[src/rtl/can_err_pkg.sv]
package can_err_pkg;
   localparam int unsigned REG_ADDR_W  = 3;
   localparam int unsigned IRQ_ERR_BIT = 5;

   typedef enum logic [REG_ADDR_W-1:0] {
      RA_FLAGS    = 3'd0,
      RA_FLAG_EN  = 3'd1,
      RA_CODES    = 3'd2,
      RA_IRQ_STAT = 3'd3,
      RA_IRQ_EN   = 3'd4,
      RA_TX_CNT   = 3'd5,
      RA_RX_CNT   = 3'd6
   } reg_addr_e;
endpackage

[src/rtl/can_err_w0c_reg.sv]
module can_err_w0c_reg #(
   parameter int unsigned W = 8
) (
   input  logic         clk,
   input  logic         rst_n,
   input  logic         wr_hit,
   input  logic [W-1:0] wdata,
   input  logic [W-1:0] set_i,
   output logic [W-1:0] q
);
   initial assert (W > 0) else $fatal(1, "W must be nonzero");

   for (genvar b = 0; b < W; b++) begin : g_bit
      always_ff @(posedge clk or negedge rst_n) begin
         if (!rst_n)                    q[b] <= 1'b0;
         else if (set_i[b])             q[b] <= 1'b1;
         else if (wr_hit && !wdata[b])  q[b] <= 1'b0;
      end

      // a pulse always leaves the bit set
      a_r4_event_wins: assert property (@(posedge clk) disable iff (!rst_n)
         set_i[b] |=> q[b]);
      // writing 0 clears when no pulse
      a_r3_zero_clears: assert property (@(posedge clk) disable iff (!rst_n)
         (wr_hit && !wdata[b] && !set_i[b]) |=> !q[b]);
      // writing 1 keeps the bit
      a_r3_one_keeps: assert property (@(posedge clk) disable iff (!rst_n)
         (wr_hit && wdata[b] && !set_i[b]) |=> $stable(q[b]));
   end
endmodule

[src/rtl/can_err_code_store.sv]
module can_err_code_store #(
   parameter int unsigned CODE_W = 7
) (
   input  logic              clk,
   input  logic              rst_n,
   input  logic              wr_hit,
   input  logic [CODE_W:0]   wdata,
   input  logic [CODE_W-1:0] code_evt,
   output logic [CODE_W-1:0] codes,
   output logic              accum
);
   initial assert (CODE_W > 0) else $fatal(1, "CODE_W must be nonzero");

   logic [CODE_W-1:0] keep_mask;
   logic              any_evt;

   assign keep_mask = wr_hit ? wdata[CODE_W-1:0] : {CODE_W{1'b1}};
   assign any_evt   = |code_evt;

   always_ff @(posedge clk or negedge rst_n) begin
      if (!rst_n)      accum <= 1'b0;
      else if (wr_hit) accum <= wdata[CODE_W];
   end

   always_ff @(posedge clk or negedge rst_n) begin
      if (!rst_n)                codes <= '0;
      else if (accum)            codes <= (codes & keep_mask) | code_evt;
      else if (any_evt)          codes <= code_evt;
      else                       codes <= codes & keep_mask;
   end

   // newest code replaces the store in single-code mode
   a_r9_replace: assert property (@(posedge clk) disable iff (!rst_n)
      (!accum && any_evt) |=> (codes == $past(code_evt)));
   // in accumulate mode without a write nothing is lost
   a_r8_no_loss: assert property (@(posedge clk) disable iff (!rst_n)
      (accum && !wr_hit) |=> ((codes & $past(codes)) == $past(codes)));
endmodule

[src/rtl/can_err_regbank.sv]
module can_err_regbank
   import can_err_pkg::*;
#(
   parameter int unsigned DATA_W = 8,
   parameter int unsigned FLAG_W = 8,
   parameter int unsigned CODE_W = 7,
   parameter int unsigned CNT_W  = 8
) (
   input  logic                  clk,
   input  logic                  rst_n,
   input  logic                  bus_we,
   input  logic [REG_ADDR_W-1:0] bus_addr,
   input  logic [DATA_W-1:0]     bus_wdata,
   output logic [DATA_W-1:0]     bus_rdata,
   input  logic [FLAG_W-1:0]     flag_evt,
   input  logic [CODE_W-1:0]     code_evt,
   input  logic [CNT_W-1:0]      tx_err_cnt,
   input  logic [CNT_W-1:0]      rx_err_cnt,
   output logic                  err_irq
);
   initial begin
      assert (FLAG_W <= DATA_W)      else $fatal(1, "flags wider than bus");
      assert (CODE_W < DATA_W)       else $fatal(1, "no room for mode bit");
      assert (CNT_W <= DATA_W)       else $fatal(1, "counter wider than bus");
      assert (IRQ_ERR_BIT < DATA_W)  else $fatal(1, "status bit off bus");
   end

   logic              wr_flags, wr_en, wr_codes, wr_ier;
   logic [FLAG_W-1:0] flags, flag_en_q;
   logic [CODE_W-1:0] codes;
   logic              accum, ier_q, err_stat;

   assign wr_flags = bus_we && (bus_addr == RA_FLAGS);
   assign wr_en    = bus_we && (bus_addr == RA_FLAG_EN);
   assign wr_codes = bus_we && (bus_addr == RA_CODES);
   assign wr_ier   = bus_we && (bus_addr == RA_IRQ_EN);

   can_err_w0c_reg #(.W(FLAG_W)) i_flags (
      .clk    (clk),
      .rst_n  (rst_n),
      .wr_hit (wr_flags),
      .wdata  (bus_wdata[FLAG_W-1:0]),
      .set_i  (flag_evt),
      .q      (flags)
   );

   can_err_code_store #(.CODE_W(CODE_W)) i_codes (
      .clk      (clk),
      .rst_n    (rst_n),
      .wr_hit   (wr_codes),
      .wdata    (bus_wdata[CODE_W:0]),
      .code_evt (code_evt),
      .codes    (codes),
      .accum    (accum)
   );

   always_ff @(posedge clk or negedge rst_n) begin
      if (!rst_n)     flag_en_q <= '0;
      else if (wr_en) flag_en_q <= bus_wdata[FLAG_W-1:0];
   end

   always_ff @(posedge clk or negedge rst_n) begin
      if (!rst_n)      ier_q <= 1'b0;
      else if (wr_ier) ier_q <= bus_wdata[IRQ_ERR_BIT];
   end

   assign err_stat = |(flags & flag_en_q);
   assign err_irq  = err_stat & ier_q;

   always_comb begin
      bus_rdata = '0;
      case (bus_addr)
         RA_FLAGS:    bus_rdata = DATA_W'(flags);
         RA_FLAG_EN:  bus_rdata = DATA_W'(flag_en_q);
         RA_CODES:    bus_rdata = DATA_W'({accum, codes});
         RA_IRQ_STAT: bus_rdata[IRQ_ERR_BIT] = err_stat;
         RA_IRQ_EN:   bus_rdata[IRQ_ERR_BIT] = ier_q;
         RA_TX_CNT:   bus_rdata = DATA_W'(tx_err_cnt);
         RA_RX_CNT:   bus_rdata = DATA_W'(rx_err_cnt);
         default:     bus_rdata = '0;
      endcase
   end

   // no interrupt without a set flag
   a_r6_irq_needs_flag: assert property (@(posedge clk) disable iff (!rst_n)
      (flags == '0) |-> !err_irq);
   // writes to the counter addresses leave the flags alone
   a_r10_cnt_write_inert: assert property (@(posedge clk) disable iff (!rst_n)
      (bus_we && (bus_addr == RA_TX_CNT || bus_addr == RA_RX_CNT) && flag_evt == '0)
      |=> $stable(flags));
endmodule

[config.mk]
export PLATFORM = sky130hd
export DESIGN_NAME = can_err_regbank
export DESIGN_NICKNAME = d
export VERILOG_FILES = /design/src/rtl/can_err_pkg.sv /design/src/rtl/can_err_w0c_reg.sv /design/src/rtl/can_err_code_store.sv /design/src/rtl/can_err_regbank.sv
export SDC_FILE = /design/constraint.sdc
export NUM_CORES = 1
export LEC_CHECK = 0
export BUFFER_PORTS_ARGS = -buffer_cell sky130_fd_sc_hd__buf_4
export CAP_MARGIN = 30
export CORE_AREA = 2 2 60 62
export CTS_BUF_LIST = sky130_fd_sc_hd__clkbuf_16
export DETAILED_ROUTE_END_ITERATION = 7
export DIE_AREA = 0 0 62 64
export PLACE_DENSITY = 0.84
export SETUP_SLACK_MARGIN = 0.5
export SYNTH_ARGS = -nofsm -noshare
export SYNTH_HDL_FRONTEND = slang
export SYNTH_SLANG_ARGS = --single-unit
[constraint.sdc]
create_clock -name clk -period 2.51 [get_ports clk]
set_clock_uncertainty 0.2 [all_clocks]
set_input_delay 0.251 -clock clk [delete_from_list [all_inputs] [get_ports clk]]
set_output_delay 0.251 -clock clk [all_outputs]
set_load 0.01 [all_outputs]
==> qor.yml, run 1 <==
area_delta_synth_final_pct: 40.8
die_h_um: 64
h-tree-depth: 1
max_slew.worst_pin.slew_ns: 0.624
coreArea_um2: 3280
grt_max_degree: 26
wirelength_mm: 3.77
final_cell_mix: "buf_4 (53), dfrtp_1 (25), a22oi_1 (12), o21ai_1 (10), dlygate4sd3_1 (9)"
clock-sinks: 25
hp-class: "in -> reg"
drv_cap: 0
synth_warnings: 0
routedWlPerCell_um: 16.2
antenna_cells: 0
synth_nets: 173
cts_tree: "done"
slew_violations: 0
io_pins: 54
endpoint: "bus_rdata[7]"
end_kind: "output pin"
dieArea_um2: 3970
power.density_nw_per_um2: 563
utilization: 0.623
mostFrequentLayoutCell: "buf_4"
post-route-min-period_ns: 1.94
post-route-drc-count: 0
filler_cell_count: 252
ys_seq_elements: 25
status: "finished clean"
grt_first_pass_wirelength_mm: 6.09
grt_use_total: 0.207
dpl.cell_count: 220
final_layout_size_suffix_gt1_frac: 0.422
netlist_area_um2: 1450
hpwl_mm: 2.89
drt-pass1-iter-count: 4
r2r_setup_slack_ns: 1.19
post_cts_buffers: 0
cts_buffers: 3
detail-route-antenna-nets: 0
drtIter0Drc: 105
cp-start-kind: "flip-flop"
path_clk_slew_ns: 0.06
worstPathMaxFanout: 3
overflow: 0
portBuffers: 53
routed_via_density: 5.61
fp-row-count: 21
clk_latency_ns: 0.25
fin_crit_sh: 0.774
rsz0062_at_grt: "true"
reg2reg_from: "i_codes.accum"
leakagePower_nw: 0.875
die_w_um: 62
max_freq_mhz: 515
crit_arrival_ns: 1.49
clock_tree.root_cell: "clkbuf_16"
max-vdd-ir-drop_v: 0.000270
criticalPathCategory: "reg -> out"
cp.required_ns: 2.06
antenna_found_initial: 0
synthCells: 128
syn_avg_cell_area_um2: 11.4
rr_endpoint: "i_codes.codes[4]"
ys_types: 33
hold_viol: 0
start_util: 0.443
vias: 1307
final_nets: 233
gp_congestion: 0.875
first_global_vias: 1364
setup_viol: 0
stdcell_count: 233
fin_setup_tns_ns: 0
slew_headroom: 0.583
ys_seq_area_frac: 0.430
cp-startpoint: "flag_en_q[7]"
clockBufferDepth: 2
rr_worst_depth: 2
layer usage:
| layer | up-vias | part of all wire | GRT usage |
|---|---|---|---|
| met5 | - | 0 | 0 |
| met4 | 0 | 0.015 | 0.0878 |
| met3 | 7 | 0.064 | 0.0304 |
| met2 | 56 | 0.48 | 0.336 |
| met1 | 628 | 0.44 | 0.266 |
| li1 | 616 | - | - |
sequential cells by signal, indices dropped and copies added, names as in the netlist:
register / count
flag_en_q: 8
i_codes.accum: 1
i_codes.codes: 7
i_flags.q: 8
ier_q: 1
what timing repair did:
| action | 4_1_cts | 5_1_grt |
|---|---|---|
| hold buffers | 9 | 0 |
| resized for setup | 0 | 4 |
| hold endpoints to repair | 33 | 0 |
| setup endpoints to repair | 0 | 3 |
critical path, cell delays in order (launching register included):
cell and delay (ns):
dfrtp_1 0.40, mux2_1 0.31, a221oi_1 0.29, a21oi_1 0.09, buf_4 0.16
cells in the mapped netlist:
cell type	count	area [µm²]
a21oi_1	6	30.0
a221oi_1	6	52.6
a22o_1	1	8.76
a22oi_1	12	90.1
a41o_1	1	10.0
a41oi_1	1	8.76
and2b_1	1	7.51
and3_1	1	6.26
buf_2	2	10.0
buf_4	2	15.0
buf_6	2	22.5
clkbuf_1	1	3.75
dfrtp_1	25	626
inv_1	2	7.51
mux2_1	7	78.8
mux2_2	2	22.5
mux2_4	8	120
mux2i_1	1	10.0
nand2_1	3	11.3
nand2b_1	8	50.1
nand3_1	2	10.0
nand4bb_1	1	11.3
nor2b_1	1	6.26
nor3_1	1	5.00
nor3_4	1	16.3
nor3b_1	1	7.51
nor4_1	1	6.26
nor4bb_1	1	10.0
o211ai_1	1	7.51
o21ai_1	10	50.1
o21ai_2	8	70.1
o21bai_1	7	52.6
or4b_1	1	10.0
stage by stage:
step / worst slack (ns) / instance area, µm² / total power [mW] / hold WS (ns)
after floorplan: 0.850 / 1450 / 0.662 / -0.245
after global placement: 0.679 / 1860 / 0.782 / -0.0402
after CTS: 0.562 / 2030 / 1.15 / 0.00103
after detailed placement: 0.618 / 1860 / 0.796 / -0.0337
after global routing: 0.510 / 2050 / 1.21 / 0.00812
final: 0.568 / 2050 / 1.15 / 0.00233
report_power, final:
part	leakage (nW)	total (mW)	switching (mW)	internal [mW]
clock network	0.0423	0.344	0.131	0.213
registers	0.268	0.501	0.0445	0.457
logic	0.565	0.307	0.131	0.175
total	0.875	1.15	0.307	0.845
final cells by class:
type,instances,area (µm²),area share
Clock buffer,3,75.1,0.0367
Clock inverter,1,3.75,0.00183
Inverter,2,7.51,0.00367
Multi-Input combinational cell,94,790,0.386
Sequential cell,25,626,0.306
Tap cell,46,57.6,0.0281
Timing Repair Buffer,62,488,0.238
cell families after synthesis:
| group | Yosys count | synth area share |
|---|---|---|
| flip-flops | 25 | 0.430 |
| buffers and inverters | 9 | 0.0404 |
| multiplexers | 18 | 0.159 |
| AO/OA/AOI/OAI | 53 | 0.262 |
| AND/OR/NAND/NOR | 23 | 0.108 |
how the worst min path moves through the flow:
| stage | from | end | slack, ns | cells past startpoint |
|---|---|---|---|---|
| after global placement | rst_n | i_flags.q[4] | -0.04 | 1 |
| after CTS | code_evt[6] | i_codes.codes[6] | 0.001 | 2 |
| after floorplan | rst_n | flag_en_q[0] | -0.24 | 0 |
| final | code_evt[6] | i_codes.codes[6] | 0.002 | 2 |
| after detailed placement | rst_n | i_flags.q[4] | -0.03 | 1 |
| after global routing | code_evt[5] | i_codes.codes[5] | 0.008 | 2 |
Note: power is estimated with default switching activity, not from simulation.
==> inputs of run 2 (changes only) <==
--- a/config.mk
+++ b/config.mk
@@ -5,12 +5,13 @@
 export SDC_FILE = /design/constraint.sdc
 export NUM_CORES = 1
 export LEC_CHECK = 0
+export ABC_AREA = 1
 export BUFFER_PORTS_ARGS = -buffer_cell sky130_fd_sc_hd__buf_4
 export CAP_MARGIN = 30
-export CORE_AREA = 2 2 60 62
+export CORE_AREA = 2 2 62 64
 export CTS_BUF_LIST = sky130_fd_sc_hd__clkbuf_16
 export DETAILED_ROUTE_END_ITERATION = 7
-export DIE_AREA = 0 0 62 64
+export DIE_AREA = 0 0 64 66
 export PLACE_DENSITY = 0.84
 export SETUP_SLACK_MARGIN = 0.5
 export SYNTH_ARGS = -nofsm -noshare
==> constraint.sdc (replaced) <==
create_clock -name clk -period 1.6 [get_ports clk]
set_clock_uncertainty 0.2 [all_clocks]
set_input_delay 0.16 -clock clk [delete_from_list [all_inputs] [get_ports clk]]
set_output_delay 0.16 -clock clk [all_outputs]
set_load 0.01 [all_outputs]
==> qor.yml, run 2 <==
status: "finished, violations left"  # was finished clean
violations: "hold timing, setup timing"
drtIter0Drc: 138  # was 105
cp-start-kind: "flip-flop"  # unchanged
post-route-min-period_ns: 1.67
ys_types: 20  # was 33
fin_area_um2: 2790  # was 2050 µm²
mostFrequentLayoutCell: "buf_4"  # unchanged
fp-row-count: 22  # was 21
final_layout_size_suffix_gt1_frac: 0.439  # was 0.422
drt-pass1-iter-count: 4  # unchanged
setup_viol: 4  # was 0
h-tree-depth: 1  # unchanged
rsz0062_at_grt: "true"  # unchanged
clk_latency_ns: 0.26  # was 0.25 ns
end_kind: "output pin"  # unchanged
synth_warnings: 0  # unchanged
max_freq_mhz: 600
path_clk_slew_ns: 0.06  # about the same
die_h_um: 66  # was 64 µm
stdcell_count: 369  # was 233
drv_cap: 0  # unchanged
routed_via_density: 5.13  # was 5.61
first_global_vias: 1838  # was 1,364
post-route-drc-count: 0  # unchanged
leakagePower_nw: 1.48  # was 0.875 nW
clock-sinks: 25  # unchanged
cts_tree: "done"  # unchanged
synth_top_area_frac: 0.412  # was 0.430
io_pins: 54  # unchanged
portBuffers: 53  # unchanged
ys_seq_elements: 25  # unchanged
dieArea_um2: 4220  # was 3970 µm²
async_flop_share: 1.00  # unchanged
syn_avg_cell_area_um2: 7.09  # was 11.4 µm²
cp_slowest_cell: "dfrtp_1"  # unchanged
worstPathMaxFanout: 3  # unchanged
routedWlPerCell_um: 15.4  # was 16.2 µm
grt_use_total: 0.257  # was 0.207
clock_tree.root_cell: "clkbuf_16"  # unchanged
netlist_area_um2: 1520  # was 1450 µm²
fin_crit_sh: 1.04
ys_seq_area_frac: 0.412  # was 0.430
setup_slack_ns: -0.0662  # was 0.568 ns
vias: 1894  # was 1,307
coreArea_um2: 3550  # was 3280 µm²
synthCells: 214  # was 128
filler_cell_count: 220  # was 252
synth_nets: 259  # was 173
antenna_cells: 0  # unchanged
synth_top_cell_by_area: "dfrtp_1"  # unchanged
slew_headroom: 0.777  # was 0.583
grt_first_pass_wirelength_mm: 8.18  # was 6.09 mm
total_power_mw: 2.06  # was 1.15 mW
cp.required_ns: 1.24  # was 2.06 ns
grt_max_degree: 26  # unchanged
hpwl_mm: 3.29  # was 2.89 mm
reg_top3: "flag_en_q x8, i_flags.q x8, i_codes.codes x7"  # unchanged
wirelength_mm: 5.67  # was 3.77 mm
clockBufferDepth: 2  # unchanged
max_slew.worst_pin.slew_ns: 0.335  # was 0.624 ns
gp_congestion: 0.897  # was 0.875
detail-route-antenna-nets: 0  # unchanged
antenna_found_initial: 0  # unchanged
dpl.cell_count: 322  # was 220
final_nets: 367  # was 233
path_cells: "nand2_1 > nand2_2 > nor2_4 > nand2_1 > nand2_1 > nand4_1 > buf_4"  # was mux2_1 > a221oi_1 > a21oi_1 > buf_4
post_dp_cell_area_um2: 2050  # was 1860 µm²
overflow: 0  # unchanged
cts_buffers: 3  # unchanged
hp-class: "in -> reg"  # unchanged
die_w_um: 64  # was 62 µm
slew_violations: 0  # unchanged
start_util: 0.427  # was 0.443
worst_hold_slack_ns: -0.0267  # was 0.00233 ns
power.density_nw_per_um2: 740  # was 563 nW/µm²
max-vdd-ir-drop_v: 0.000616  # was 0.000270 V
synth_commonest_cells: "nand2_1 (77), inv_1 (27), dfrtp_1 (25)"  # was dfrtp_1 (25), a22oi_1 (12), o21ai_1 (10)
final_cell_mix: "buf_4 (60), nand2_1 (58), dlygate4sd3_1 (26), dfrtp_1 (25), inv_1 (19)"  # was buf_4 (53), dfrtp_1 (25), a22oi_1 (12), o21ai_1 (10), dlygate4sd3_1 (9)
path_common_cell: "nand2_1"
utilization: 0.785  # was 0.623
synth_most_common_cell: "nand2_1"  # was dfrtp_1
synthTopCellsByArea: "dfrtp_1 (41%), nand2_1 (19%), nand3_1 (7.6%)"  # was dfrtp_1 (43%), mux2_4 (8.3%), a22oi_1 (6.2%)
area_delta_synth_final_pct: 83.7  # was 40.8%
criticalPathCategory: "reg -> out"  # unchanged
synthFlopType: "dfrtp_1"  # unchanged
crit_arrival_ns: 1.31  # was 1.49 ns
slowest_delay_ns: 0.43  # was 0.40 ns
hold_viol: 2  # was 0
synth_edf_count: 0  # unchanged
run 2: power by group:
group | internal (mW) | switching (mW)
Clock | 0.335 | 0.223
Sequential | 0.707 | 0.0650
Combinational | 0.385 | 0.348
Total | 1.43 | 0.636
run 2: cells by family (layout without fill, tap and decap cells):
kind of cell | count (synthesis) | in the layout | share of synthesized area
buffers and inverters | 32 | 139 | 0.0841
AO/OA/AOI/OAI | 26 | 26 | 0.116
flip-flops | 25 | 25 | 0.412
AND/OR/NAND/NOR | 131 | 131 | 0.387
run 2: layout make-up:
type / instances / area [µm²] / share of cell area
repair buffers: 105 / 970 / 0.348
multi-input cells: 157 / 927 / 0.333
flip-flops and latches: 25 / 626 / 0.224
inverters: 30 / 126 / 0.0453
clock buffers: 3 / 75.1 / 0.0269
well taps: 48 / 60.1 / 0.0215
clock inverters: 1 / 3.75 / 0.00135
run 2: worst paths after layout:
check	from	cells past startpoint	slack [ns]	endpoint
setup reg to reg	i_codes.accum	5	0.48	i_codes.codes[1]
hold / removal	bus_wdata[4]	3	-0.03	i_flags.q[4]
setup / recovery	flag_en_q[1]	7	-0.07	bus_rdata[5]
max in group asynchronous	rst_n	2	0.80	i_flags.q[5]
min in group asynchronous	rst_n	2	0.14	flag_en_q[1]
hold reg to reg	i_codes.codes[3]	2	0.30	i_codes.codes[3]
run 2: stage by stage:
stage | setup slack (ns) | setup TNS [ns] | hold WS, ns
after global routing | -0.148 | -0.395 | 0.00882
after detailed placement | 0.0718 | 0 | -0.119
after global placement | 0.114 | 0 | -0.119
after CTS | -0.0519 | -0.106 | 0.00416
after floorplan | 0.422 | 0 | -0.336
final | -0.0662 | -0.215 | -0.0267
run 2: timing repair:
item	in CTS	in global routing
pin swaps	14	21
buffers inserted	9	6
gates cloned	2	0
gates resized for setup	34	51
hold buffers	24	7
hold endpoints to repair	46	9
endpoints found under the setup margin	25	31
run 2: routing by layer:
metal,track usage,vias up,share of wire
met5,0,-,0
met4,0.155,0,0.033
met3,0.0358,17,0.075
met2,0.427,100,0.51
met1,0.317,893,0.38
li1,-,884,-
run 2: critical path: cells and delay by family, from the launching register on:
kind | cells | cell delay [ns]
simple gates | 6 | 0.46
flops | 1 | 0.43
buf+inv | 1 | 0.16
==> inputs of run 3 (changes only) <==
--- a/config.mk
+++ b/config.mk
@@ -8,11 +8,13 @@
 export ABC_AREA = 1
 export BUFFER_PORTS_ARGS = -buffer_cell sky130_fd_sc_hd__buf_4
 export CAP_MARGIN = 30
-export CORE_AREA = 2 2 62 64
+export CELL_PAD_IN_SITES_DETAIL_PLACEMENT = 2
+export CELL_PAD_IN_SITES_GLOBAL_PLACEMENT = 2
+export CORE_AREA = 2 2 85 87
 export CTS_BUF_LIST = sky130_fd_sc_hd__clkbuf_16
 export DETAILED_ROUTE_END_ITERATION = 7
-export DIE_AREA = 0 0 64 66
-export PLACE_DENSITY = 0.84
+export DIE_AREA = 0 0 87 89
+export PLACE_DENSITY = 0.83
 export SETUP_SLACK_MARGIN = 0.5
 export SYNTH_ARGS = -nofsm -noshare
 export SYNTH_HDL_FRONTEND = slang
==> qor.yml, run 3 (same netlist as run 2, synthesis figures left out) <==
hpwl_mm: 4.64  # was 3.29 mm
max_slew.worst_pin.slew_ns: 0.348  # was 0.335 ns
cp_slowest_cell: "dfrtp_1"  # unchanged
drtIter0Drc: 36  # was 138
post-route-drc-count: 0  # unchanged
grt_max_degree: 26  # unchanged
r2r_setup_slack_ns: 0.40  # was 0.48 ns
routedWlPerCell_um: 18.9  # was 15.4 µm
seqCellArea_um2: 626  # unchanged
dieArea_um2: 7740  # was 4220 µm²
violations: "hold timing, setup timing"  # unchanged
slew_headroom: 0.768  # was 0.777
leakagePower_nw: 1.52  # was 1.48 nW
final_cell_mix: "buf_4 (58), nand2_1 (57), dlygate4sd3_1 (26), dfrtp_1 (25), inv_1 (20)"  # was buf_4 (60), nand2_1 (58), dlygate4sd3_1 (26), dfrtp_1 (25), inv_1 (19)
fp-row-count: 30  # was 22
post-route-min-period_ns: 1.71  # was 1.67 ns
rr_endpoint: "i_codes.codes[4]"  # was i_codes.codes[1]
criticalPathCategory: "reg -> out"  # unchanged
worst_hold_slack_ns: -0.0598  # was -0.0267 ns
vias: 1880  # was 1,894
coreArea_um2: 6720  # was 3550 µm²
first_global_vias: 2037  # was 1,838
rsz0062_at_grt: "true"  # unchanged
final_layout_size_suffix_gt1_frac: 0.450  # was 0.439
setup_viol: 5  # was 4
reg_top3: "flag_en_q x8, i_flags.q x8, i_codes.codes x7"  # unchanged
p_sw_frac: 0.332  # was 0.308
reg2reg_from: "i_codes.accum"  # unchanged
cts_buffers: 3  # unchanged
hold_viol: 1  # was 2
filler_cell_count: 744  # was 220
cp-start-kind: "flip-flop"  # unchanged
fin_setup_tns_ns: -0.398  # was -0.215 ns
clock_tree.root_cell: "clkbuf_16"  # unchanged
max-vdd-ir-drop_v: 0.000381  # was 0.000616 V
path_cells: "nand2_2 > nand2_2 > nor2_4 > nand2_1 > nand2_1 > nand4_1 > buf_4"  # was nand2_1 > nand2_2 > nor2_4 > nand2_1 > nand2_1 > nand4_1 > buf_4
slowest_delay_ns: 0.42  # was 0.43 ns
slew_violations: 0  # unchanged
combPwrFrac: 0.370  # was 0.355
overflow: 0  # unchanged
crit_arrival_ns: 1.35  # was 1.31 ns
area_delta_synth_final_pct: 90.2  # was 83.7%
end_kind: "output pin"  # unchanged
portBuffers: 53  # unchanged
die_w_um: 87  # was 64 µm
clockBufferDepth: 2  # unchanged
rr_worst_depth: 6  # was 5
max_freq_mhz: 585  # was 600 MHz
antenna_cells: 0  # unchanged
drv_cap: 0  # unchanged
worstHoldEndpoint: "i_flags.q[7]"  # was i_flags.q[4]
io_pins: 54  # unchanged
detail-route-antenna-nets: 0  # unchanged
utilization: 0.430  # was 0.785
hp-class: "in -> reg"  # unchanged
mostFrequentLayoutCell: "buf_4"  # unchanged
start_util: 0.226  # was 0.427
final_nets: 368  # was 367
cp.required_ns: 1.24  # about the same
worstPathMaxFanout: 2  # was 3
multiInputGateArea_um2: 960  # was 927 µm²
grt_use_total: 0.183  # was 0.257
routed_via_density: 4.68  # was 5.13
wirelength_mm: 7.60  # was 5.67 mm
status: "finished, violations left"  # unchanged
cts_tree: "done"  # unchanged
whs_path_depth: 3  # unchanged
p_seq_frac: 0.356  # was 0.374
fin_crit_sh: 1.07  # was 1.04
grt_first_pass_wirelength_mm: 10.6  # was 8.18 mm
setup_slack_ns: -0.110  # was -0.0662 ns
antenna_found_initial: 0  # unchanged
path_clk_slew_ns: 0.07  # was 0.06 ns
hp-start: "bus_wdata[7]"  # was bus_wdata[4]
p_sw_mw: 0.728  # was 0.636 mW
clkPwrFrac: 0.274  # was 0.270
total_power_mw: 2.19  # was 2.06 mW
h-tree-depth: 1  # unchanged
clock-sinks: 25  # unchanged
die_h_um: 89  # was 66 µm
gp_congestion: 0.829  # was 0.897
power.density_nw_per_um2: 758  # was 740 nW/µm²
clk_latency_ns: 0.27  # was 0.26 ns
intPower_mw: 1.46  # was 1.43 mW
drt-pass1-iter-count: 4  # unchanged
==> run 3: cell count changes in the layout (fill, tap and decap cells not counted), moves of 2 or more <==
cell,delta
o21ai_1,-3
o21ai_2,+3
buf_4,-2
nand3_1,-2
==> run 3: how the worst max path moves through the flow <==
stage	startpoint	endpoint	slack (ns)
after floorplan	bus_addr[2]	bus_rdata[7]	0.42
after global placement	bus_addr[2]	bus_rdata[7]	0.08
after detailed placement	bus_addr[1]	bus_rdata[6]	0.03
after CTS	flag_en_q[1]	bus_rdata[5]	-0.09
after global routing	flag_en_q[4]	bus_rdata[5]	-0.18
final	flag_en_q[1]	bus_rdata[5]	-0.11
==> run 3: worst max-delay path, delay by kind of cell, from the launching register on <==
family	cells	cell delay, ns
and+or+nand+nor	6	0.50
DFF	1	0.42
buffers and inverters	1	0.15
==> run 3: layer usage <==
metal	routed length [µm]	track usage	up-vias
met4	52	0.0341	0
met5	0	0	-
met1	2990	0.220	945
met3	197	0.0166	5
met2	4360	0.356	40
li1	-	-	890
==> run 3: cell type report <==
type                       count  area share
inverter                      30      0.0425
timing repair buffer         105       0.346
sequential                    25       0.217
clock buffer                   3      0.0260
clock inverter                 1     0.00173
tap                           80      0.0347
multi-input combinational    158       0.332
==> run 3: power by group through the flow <==
stage / sequential (mW) / clock [mW] / combinational (mW)
after floorplan: 0.755 / 0 / 0.240
after global placement: 0.766 / 0 / 0.476
after detailed placement: 0.775 / 0 / 0.502
after CTS: 0.764 / 0.598 / 0.639
after global routing: 0.788 / 0.626 / 0.876
final: 0.780 / 0.599 / 0.810
==> run 3: repair_timing <==
item                                    4_1_cts  5_1_grt
pin swaps                                    14       14
buffers inserted                              6        7
endpoints found under the setup margin       33       33
hold endpoints to repair                     44        6
gates cloned                                  3        0
gates resized for setup                      36       46
hold buffers                                 24        5
==> run 3: metrics by stage <==
step	cell area [µm²]	hold slack (ns)	cells	setup WS, ns
after global placement	2130	-0.112	356	0.0836
after floorplan	1530	-0.336	214	0.422
final	2890	-0.0598	402	-0.110
after CTS	2650	0.000218	393	-0.0896
after global routing	2890	-0.0219	402	-0.176
after detailed placement	2130	-0.104	356	0.0337
